`config.mk`:
```
export PLATFORM = sky130hd
export DESIGN_NAME = ddr_cmd_sched
export DESIGN_NICKNAME = d
export VERILOG_FILES = /design/src/rtl/ddr_sched_pkg.sv /design/src/rtl/ddr_interval_timer.sv /design/src/rtl/ddr_faw_window.sv /design/src/rtl/ddr_bank_decode.sv /design/src/rtl/ddr_cmd_sched.sv
export SDC_FILE = /design/constraint.sdc
export NUM_CORES = 1
export LEC_CHECK = 0
export ABC_AREA = 1
export BUFFER_PORTS_ARGS = -buffer_cell sky130_fd_sc_hd__buf_2
export CAP_MARGIN = 20
export CORE_MARGIN = 10
export CORE_UTILIZATION = 59
export DETAILED_ROUTE_END_ITERATION = 8
export GPL_TIMING_DRIVEN = 0
export HOLD_SLACK_MARGIN = 0.06
export PLACE_DENSITY = 0.95
export REMOVE_ABC_BUFFERS = 1
export SYNTH_ARGS = -nofsm -noshare
export SYNTH_HDL_FRONTEND = slang
export SYNTH_SLANG_ARGS = --single-unit
```
`constraint.sdc`:
```
create_clock -name clk -period 12.55 [get_ports clk]
set_clock_uncertainty 0.1 [all_clocks]
set_input_delay 3.765 -clock clk [delete_from_list [all_inputs] [get_ports clk]]
set_output_delay 3.765 -clock clk [all_outputs]
set_load 0.01 [all_outputs]
```
`src/rtl/ddr_sched_pkg.sv`:
```
package ddr_sched_pkg;

    localparam int NCLS     = 5;
    localparam int IX_REF   = 0;
    localparam int IX_CAS   = 1;
    localparam int IX_SCRUB = 2;
    localparam int IX_READ  = 3;
    localparam int IX_WRITE = 4;

    typedef enum logic [2:0] {
        KIND_NONE  = 3'd0,
        KIND_REF   = 3'd1,
        KIND_CAS   = 3'd2,
        KIND_SCRUB = 3'd3,
        KIND_READ  = 3'd4,
        KIND_WRITE = 3'd5
    } cmd_kind_e;

    typedef logic [NCLS-1:0] cls_vec_t;

    typedef struct packed {
        logic     valid;
        cmd_kind_e kind;
        logic     act;
    } cmd_info_t;

    // lowest set bit wins: bit 0 carries the highest priority
    function automatic cls_vec_t pick_first(cls_vec_t v);
        return v & (~v + cls_vec_t'(1));
    endfunction

    function automatic cmd_info_t describe(cls_vec_t g);
        cmd_info_t c;
        c.valid = |g;
        c.act   = g[IX_SCRUB] | g[IX_READ] | g[IX_WRITE];
        unique case (1'b1)
            g[IX_REF]:   c.kind = KIND_REF;
            g[IX_CAS]:   c.kind = KIND_CAS;
            g[IX_SCRUB]: c.kind = KIND_SCRUB;
            g[IX_READ]:  c.kind = KIND_READ;
            g[IX_WRITE]: c.kind = KIND_WRITE;
            default:     c.kind = KIND_NONE;
        endcase
        return c;
    endfunction

endpackage

```
`src/rtl/ddr_interval_timer.sv`:
```
module ddr_interval_timer #(
    parameter int W = 13
) (
    input  logic         clk,
    input  logic         rst,
    input  logic [W-1:0] cfg_ivl,
    input  logic         grant,
    output logic         pend
);

    logic [W-1:0] cnt_q;
    logic         pend_q;

    always_ff @(posedge clk) begin
        if (rst) begin
            cnt_q  <= cfg_ivl;
            pend_q <= 1'b0;
        end else if (grant) begin
            cnt_q  <= cfg_ivl;
            pend_q <= 1'b0;
        end else if (!pend_q) begin
            if (cnt_q == '0) pend_q <= 1'b1;
            else             cnt_q  <= cnt_q - 1'b1;
        end
    end

    assign pend = pend_q;

    // a raised request waits for its grant
    p_pend_hold_r3: assert property (@(posedge clk) disable iff (rst)
        (pend_q && !grant) |=> pend_q) else $error("timer request dropped");

    // a grant clears the request on the next edge
    p_pend_clear_r3: assert property (@(posedge clk) disable iff (rst)
        grant |=> !pend_q) else $error("timer request survived its grant");

    // the arbiter grants only a pending request
    p_grant_needs_pend_r3: assert property (@(posedge clk) disable iff (rst)
        grant |-> pend_q) else $error("timer granted without request");

endmodule

```
`src/rtl/ddr_faw_window.sv`:
```
module ddr_faw_window #(
    parameter int NACT = 4,
    parameter int AW   = 8
) (
    input  logic          clk,
    input  logic          rst,
    input  logic [AW-1:0] cfg_win,
    input  logic          act_i,
    output logic          ok_o
);

    logic [AW-1:0]   age_q [NACT];
    logic [NACT-1:0] vld_q;

    function automatic logic [AW-1:0] age_up(logic [AW-1:0] a);
        return (a == '1) ? a : a + 1'b1;
    endfunction

    for (genvar k = 0; k < NACT; k++) begin : g_slot
        always_ff @(posedge clk) begin
            if (rst) begin
                age_q[k] <= '0;
                vld_q[k] <= 1'b0;
            end else if (act_i) begin
                if (k == 0) begin
                    age_q[k] <= AW'(1);
                    vld_q[k] <= 1'b1;
                end else begin
                    age_q[k] <= age_up(age_q[(k == 0) ? 0 : k-1]);
                    vld_q[k] <= vld_q[(k == 0) ? 0 : k-1];
                end
            end else begin
                age_q[k] <= age_up(age_q[k]);
            end
        end
    end

    assign ok_o = !vld_q[NACT-1] || (age_q[NACT-1] >= cfg_win);

    // an activate never lands inside the window of the oldest recorded one
    p_window_r5: assert property (@(posedge clk) disable iff (rst)
        (act_i && vld_q[NACT-1]) |-> (age_q[NACT-1] >= cfg_win))
        else $error("activate inside window");

    // history fills from the young end only
    p_fill_order_r10: assert property (@(posedge clk) disable iff (rst)
        vld_q[NACT-1] |-> vld_q[0]) else $error("history filled out of order");

endmodule

```
`src/rtl/ddr_bank_decode.sv`:
```
module ddr_bank_decode #(
    parameter int ADDR_W   = 32,
    parameter int NBANK    = 8,
    parameter int BANK_LSB = 0
) (
    input  logic [ADDR_W-1:0] addr,
    input  logic              en,
    input  logic              all_banks,
    output logic [NBANK-1:0]  sel
);

    localparam int BANK_W = $clog2(NBANK);

    logic [BANK_W-1:0] bank_idx;
    assign bank_idx = addr[BANK_LSB +: BANK_W];

    for (genvar b = 0; b < NBANK; b++) begin : g_bank
        assign sel[b] = en & (all_banks | (bank_idx == BANK_W'(b)));
    end

endmodule

```
`src/rtl/ddr_cmd_sched.sv`:
```
module ddr_cmd_sched
    import ddr_sched_pkg::*;
#(
    parameter int ADDR_W   = 32,
    parameter int REF_W    = 13,
    parameter int SCR_W    = 12,
    parameter int FAW_W    = 8,
    parameter int NACT     = 4,
    parameter int NBANK    = 8,
    parameter int BANK_LSB = 0
) (
    input  logic              clk,
    input  logic              rst,
    input  logic [REF_W-1:0]  cfg_ref_ivl,
    input  logic [SCR_W-1:0]  cfg_scrub_ivl,
    input  logic [FAW_W-1:0]  cfg_faw,
    input  logic              cas_req,
    input  logic [ADDR_W-1:0] cas_addr,
    input  logic              rd_req,
    input  logic [ADDR_W-1:0] rd_addr,
    input  logic              wr_req,
    input  logic [ADDR_W-1:0] wr_addr,
    output logic              cmd_valid,
    output logic [2:0]        cmd_kind,
    output logic [NCLS-1:0]   cmd_gnt,
    output logic              cmd_act,
    output logic [ADDR_W-1:0] cmd_addr,
    output logic [NBANK-1:0]  cmd_bank
);

    logic              ref_pend;
    logic              scr_pend;
    logic              faw_ok;
    logic              raw_hit;
    cls_vec_t          elig;
    cls_vec_t          gnt;
    cmd_info_t         info;
    logic [ADDR_W-1:0] scrub_ptr_q;

    ddr_interval_timer #(.W(REF_W)) u_ref_timer (
        .clk(clk), .rst(rst), .cfg_ivl(cfg_ref_ivl),
        .grant(gnt[IX_REF]), .pend(ref_pend)
    );

    ddr_interval_timer #(.W(SCR_W)) u_scrub_timer (
        .clk(clk), .rst(rst), .cfg_ivl(cfg_scrub_ivl),
        .grant(gnt[IX_SCRUB]), .pend(scr_pend)
    );

    ddr_faw_window #(.NACT(NACT), .AW(FAW_W)) u_faw (
        .clk(clk), .rst(rst), .cfg_win(cfg_faw),
        .act_i(info.act), .ok_o(faw_ok)
    );

    assign raw_hit = wr_req && (rd_addr == wr_addr);

    always_comb begin
        elig           = '0;
        elig[IX_REF]   = ref_pend;
        elig[IX_CAS]   = cas_req;
        elig[IX_SCRUB] = scr_pend & faw_ok;
        elig[IX_READ]  = rd_req & faw_ok & ~raw_hit;
        elig[IX_WRITE] = wr_req & faw_ok;
    end

    assign gnt  = pick_first(elig);
    assign info = describe(gnt);

    always_ff @(posedge clk) begin
        if (rst)                 scrub_ptr_q <= '0;
        else if (gnt[IX_SCRUB])  scrub_ptr_q <= scrub_ptr_q + 1'b1;
    end

    always_comb begin
        unique case (info.kind)
            KIND_CAS:   cmd_addr = cas_addr;
            KIND_SCRUB: cmd_addr = scrub_ptr_q;
            KIND_READ:  cmd_addr = rd_addr;
            KIND_WRITE: cmd_addr = wr_addr;
            default:    cmd_addr = '0;
        endcase
    end

    ddr_bank_decode #(.ADDR_W(ADDR_W), .NBANK(NBANK), .BANK_LSB(BANK_LSB)) u_bank (
        .addr(cmd_addr), .en(info.valid), .all_banks(gnt[IX_REF]), .sel(cmd_bank)
    );

    assign cmd_valid = info.valid;
    assign cmd_kind  = info.kind;
    assign cmd_gnt   = gnt;
    assign cmd_act   = info.act;

    // a pending refresh always takes the slot
    p_refresh_first_r1: assert property (@(posedge clk) disable iff (rst)
        ref_pend |-> (cmd_gnt == cls_vec_t'(1))) else $error("refresh lost arbitration");

    // column access is stalled only by refresh
    p_cas_not_stalled_r6: assert property (@(posedge clk) disable iff (rst)
        (cas_req && !ref_pend) |-> cmd_gnt[IX_CAS]) else $error("CAS stalled");

    // no read against a matching requested write
    p_raw_block_r7: assert property (@(posedge clk) disable iff (rst)
        (wr_req && (rd_addr == wr_addr)) |-> !cmd_gnt[IX_READ]) else $error("RAW read issued");

    // scrub pointer advances by one per scrub grant
    p_scrub_step_r8: assert property (@(posedge clk) disable iff (rst)
        cmd_gnt[IX_SCRUB] |=> (scrub_ptr_q == $past(scrub_ptr_q) + 1'b1))
        else $error("scrub pointer step");

endmodule

```
==> impl_metrics.env <==
export IMPL_io_buffers=183
export IMPL_wl_per_cell_um=15.22
export IMPL_grt_pass1_vias=7318
export IMPL_globalplace_congestion=0.8637
export IMPL_period_needed_ns=10.56
export IMPL_fin_util_pct=71.12
export IMPL_report_final_slew_viol_count=0
export IMPL_flow_area_growth_from_synthesis_pct=18.96
export IMPL_cts_buffers=9
export IMPL_rsz0062_at_grt="no"
export IMPL_fp_dieW_um=129.9
export IMPL_ys_flop_type="edfxtp_1"
export IMPL_io_pins=184
export IMPL_synth_seq_cells=95
export IMPL_synthArstFlopShare_pct=0
export IMPL_p_leak_uw=0.003984
export IMPL_seq_area_frac_synth_pct=34.72
export IMPL_clk_path_buf_depth=2
export IMPL_ir_drop_v=0.00007654
export IMPL_power_density_nw_per_um2=93.92
export IMPL_initial_core_util_pct=59.79
export IMPL_grt_pass1_wl_um=32880
export IMPL_yosysWarnings=0
export IMPL_tightest_slew_ns=0.9241
export IMPL_wl_um=20990
export IMPL_cts_resized=0
export IMPL_cts_setup_buffers=0
export IMPL_synth_edf_count=57
export IMPL_vias_per_cell=5.567
export IMPL_core_sq_um=11910
export IMPL_holdBufCountCts=0
export IMPL_period_share_pct=84.18
export IMPL_fmax_mhz=94.66
export IMPL_drt_iter0_markers=551
export IMPL_synth_cell_types=51
export IMPL_syn_area_per_cell_sq_um=6.861
export IMPL_cap_violations=0
export IMPL_clk_latency_ns=0.34
export IMPL_via_count=7677
export IMPL_wl_met2_um=10620
export IMPL_path_clk_slew_ns=0.06
export IMPL_layout_drive_gt1_share_pct=18.93
export IMPL_cts_sinks=95
export IMPL_antenna_found_initial=1
export IMPL_layout_nets=1375
export IMPL_remaining_drc_errors=0
export IMPL_hold_path_class="reg -> reg"
export IMPL_row_count=40
export IMPL_die_y_um=129.9
export IMPL_hold_viol=0
export IMPL_cts_tree="yes"
export IMPL_finalSetupTns_ns=0
export IMPL_final_common_cell="nand2_1"
export IMPL_start_kind="input pin"
export IMPL_crit_required_ns=8.68
export IMPL_crit_fanout=35
export IMPL_outcome="finished clean"
export IMPL_met1_length_um=8101
export IMPL_grt_max_degree=36
export IMPL_htree_levels=3
export IMPL_crit_type="in -> out"
export IMPL_synth_area_sq_um=7122
export IMPL_ant_nets=0
export IMPL_synth_cells=1038
export IMPL_crit_arrival_ns=6.70
export IMPL_hpwlAfterDp_um=15800
export IMPL_final_cell_mix="nand2_1, buf_2, inv_1"
export IMPL_routed_wl_met3_um=1714
export IMPL_finalSetupViolCount=0
export IMPL_route_top_layer_used="met4"
export IMPL_grt_overflow_total=0
export IMPL_die_area_sq_um=16860
export IMPL_cts_root_buf="clkbuf_16"
export IMPL_critPathCaptureType="output pin"
export IMPL_slew_headroom_pct=38.16
export IMPL_track_usage_pct=23.67
export IMPL_first_pass_iters=5
[path summary, 6_finish.rpt]
path                                        start                 to  slack, ns  cells past startpoint
worst max register to register  u_faw.age_q[3][0]  u_faw.age_q[3][6]       8.88                     14
worst min register to register     u_faw.vld_q[3]     u_faw.vld_q[3]       0.36                      2
worst min-delay path               u_faw.vld_q[3]     u_faw.vld_q[3]       0.36                      2
worst max-delay path                   cfg_faw[7]        cmd_bank[3]       1.99                     16
[power by group]
group | switching, uW | internal [uW]
Sequential | 15.5 | 352
Clock | 119 | 152
Combinational | 92.5 | 63.8
[layer usage]
| layer | vias to the layer above | global-route usage (%) |
|---|---|---|
| li1 | 3773 | - |
| met2 | 333 | 43.71 |
| met5 | - | 0 |
| met4 | 0 | 7.804 |
| met1 | 3530 | 26.63 |
| met3 | 41 | 4.625 |
[flip-flops by register name, summed over array words and instances (netlist names)]
| name | count |
|---|---|
| u_scrub_timer.cnt_q | 12 |
| u_faw.vld_q | 4 |
| u_scrub_timer.pend | 1 |
| u_ref_timer.pend | 1 |
| u_ref_timer.cnt_q | 13 |
| u_faw.age_q | 32 |
| scrub_ptr_q | 32 |
[cells in the mapped netlist, types with 5 or more instances]
library cell  instances  area (sq um)
nand2_1             296          1111
inv_1               135         506.7
nor2_1               84         315.3
o21ai_0              76         380.4
nand3_1              70         350.3
edfxtp_1             57          1712
a21oi_1              43         215.2
dfxtp_1              38         760.7
xor2_1               24         210.2
nor3_1               23         115.1
nand4_1              22         137.6
o21ai_1              16         80.08
xnor2_1              16         140.1
ha_1                 15         187.7
a22oi_1              14         105.1
clkbuf_1             13         48.80
nor4_1                9         56.30
a31oi_1               8         50.05
buf_2                 8         40.04
inv_2                 7         26.28
buf_6                 6         67.56
nor2_2                5         31.28
[stage by stage]
| stage | cell area [sq um] | total power (uW) | setup WS (ns) | instances | hold WS [ns] |
|---|---|---|---|---|---|
| after detailed placement | 8145 | 526.1 | 2.126 | 1361 | 0.3481 |
| after global routing | 8472 | 831.0 | 1.798 | 1379 | 0.3762 |
| after CTS | 8442 | 794.3 | 2.053 | 1377 | 0.3603 |
| after global placement | 8110 | 517.7 | 2.156 | 1359 | 0.3395 |
| final | 8472 | 795.6 | 1.986 | 1379 | 0.3622 |
| after floorplan | 7010 | 462.1 | 2.799 | 1029 | 0.3266 |
[worst max-delay path, stage by stage]
cell and delay, ns:
buf_2 0.08, inv_1 0.05, ha_1 0.30, nand2_1 0.09, nor2_1 0.25, nor2_4 0.09
nand2_2 0.13, nand3_4 0.34, inv_2 0.64, nand2_1 0.17, nand2_1 0.10, inv_1 0.05
nand3_1 0.16, nand2_1 0.10, o21ai_0 0.19, buf_2 0.17
[cells by family after synthesis]
kind of cell / Yosys count / share of synthesized area, %
simple gates: 536 / 33.38
flops: 95 / 34.72
xor+xnor: 40 / 4.919
fa+ha+maj: 15 / 2.635
other cells: 1 / 0.05266
mux: 2 / 0.2987
buf+inv: 178 / 10.47
compound gates: 171 / 13.53
[area by class of cell]
type | instances | area [sq um]
clock inverter | 4 | 28.78
tap | 147 | 183.9
multi-input combinational | 788 | 3990
clock buffer | 12 | 267.8
sequential | 95 | 2472
antenna | 1 | 2.502
timing repair buffer | 186 | 978.4
fill | 956 | 3440
inverter | 146 | 548.0
Power figures use the tool's default switching activity.
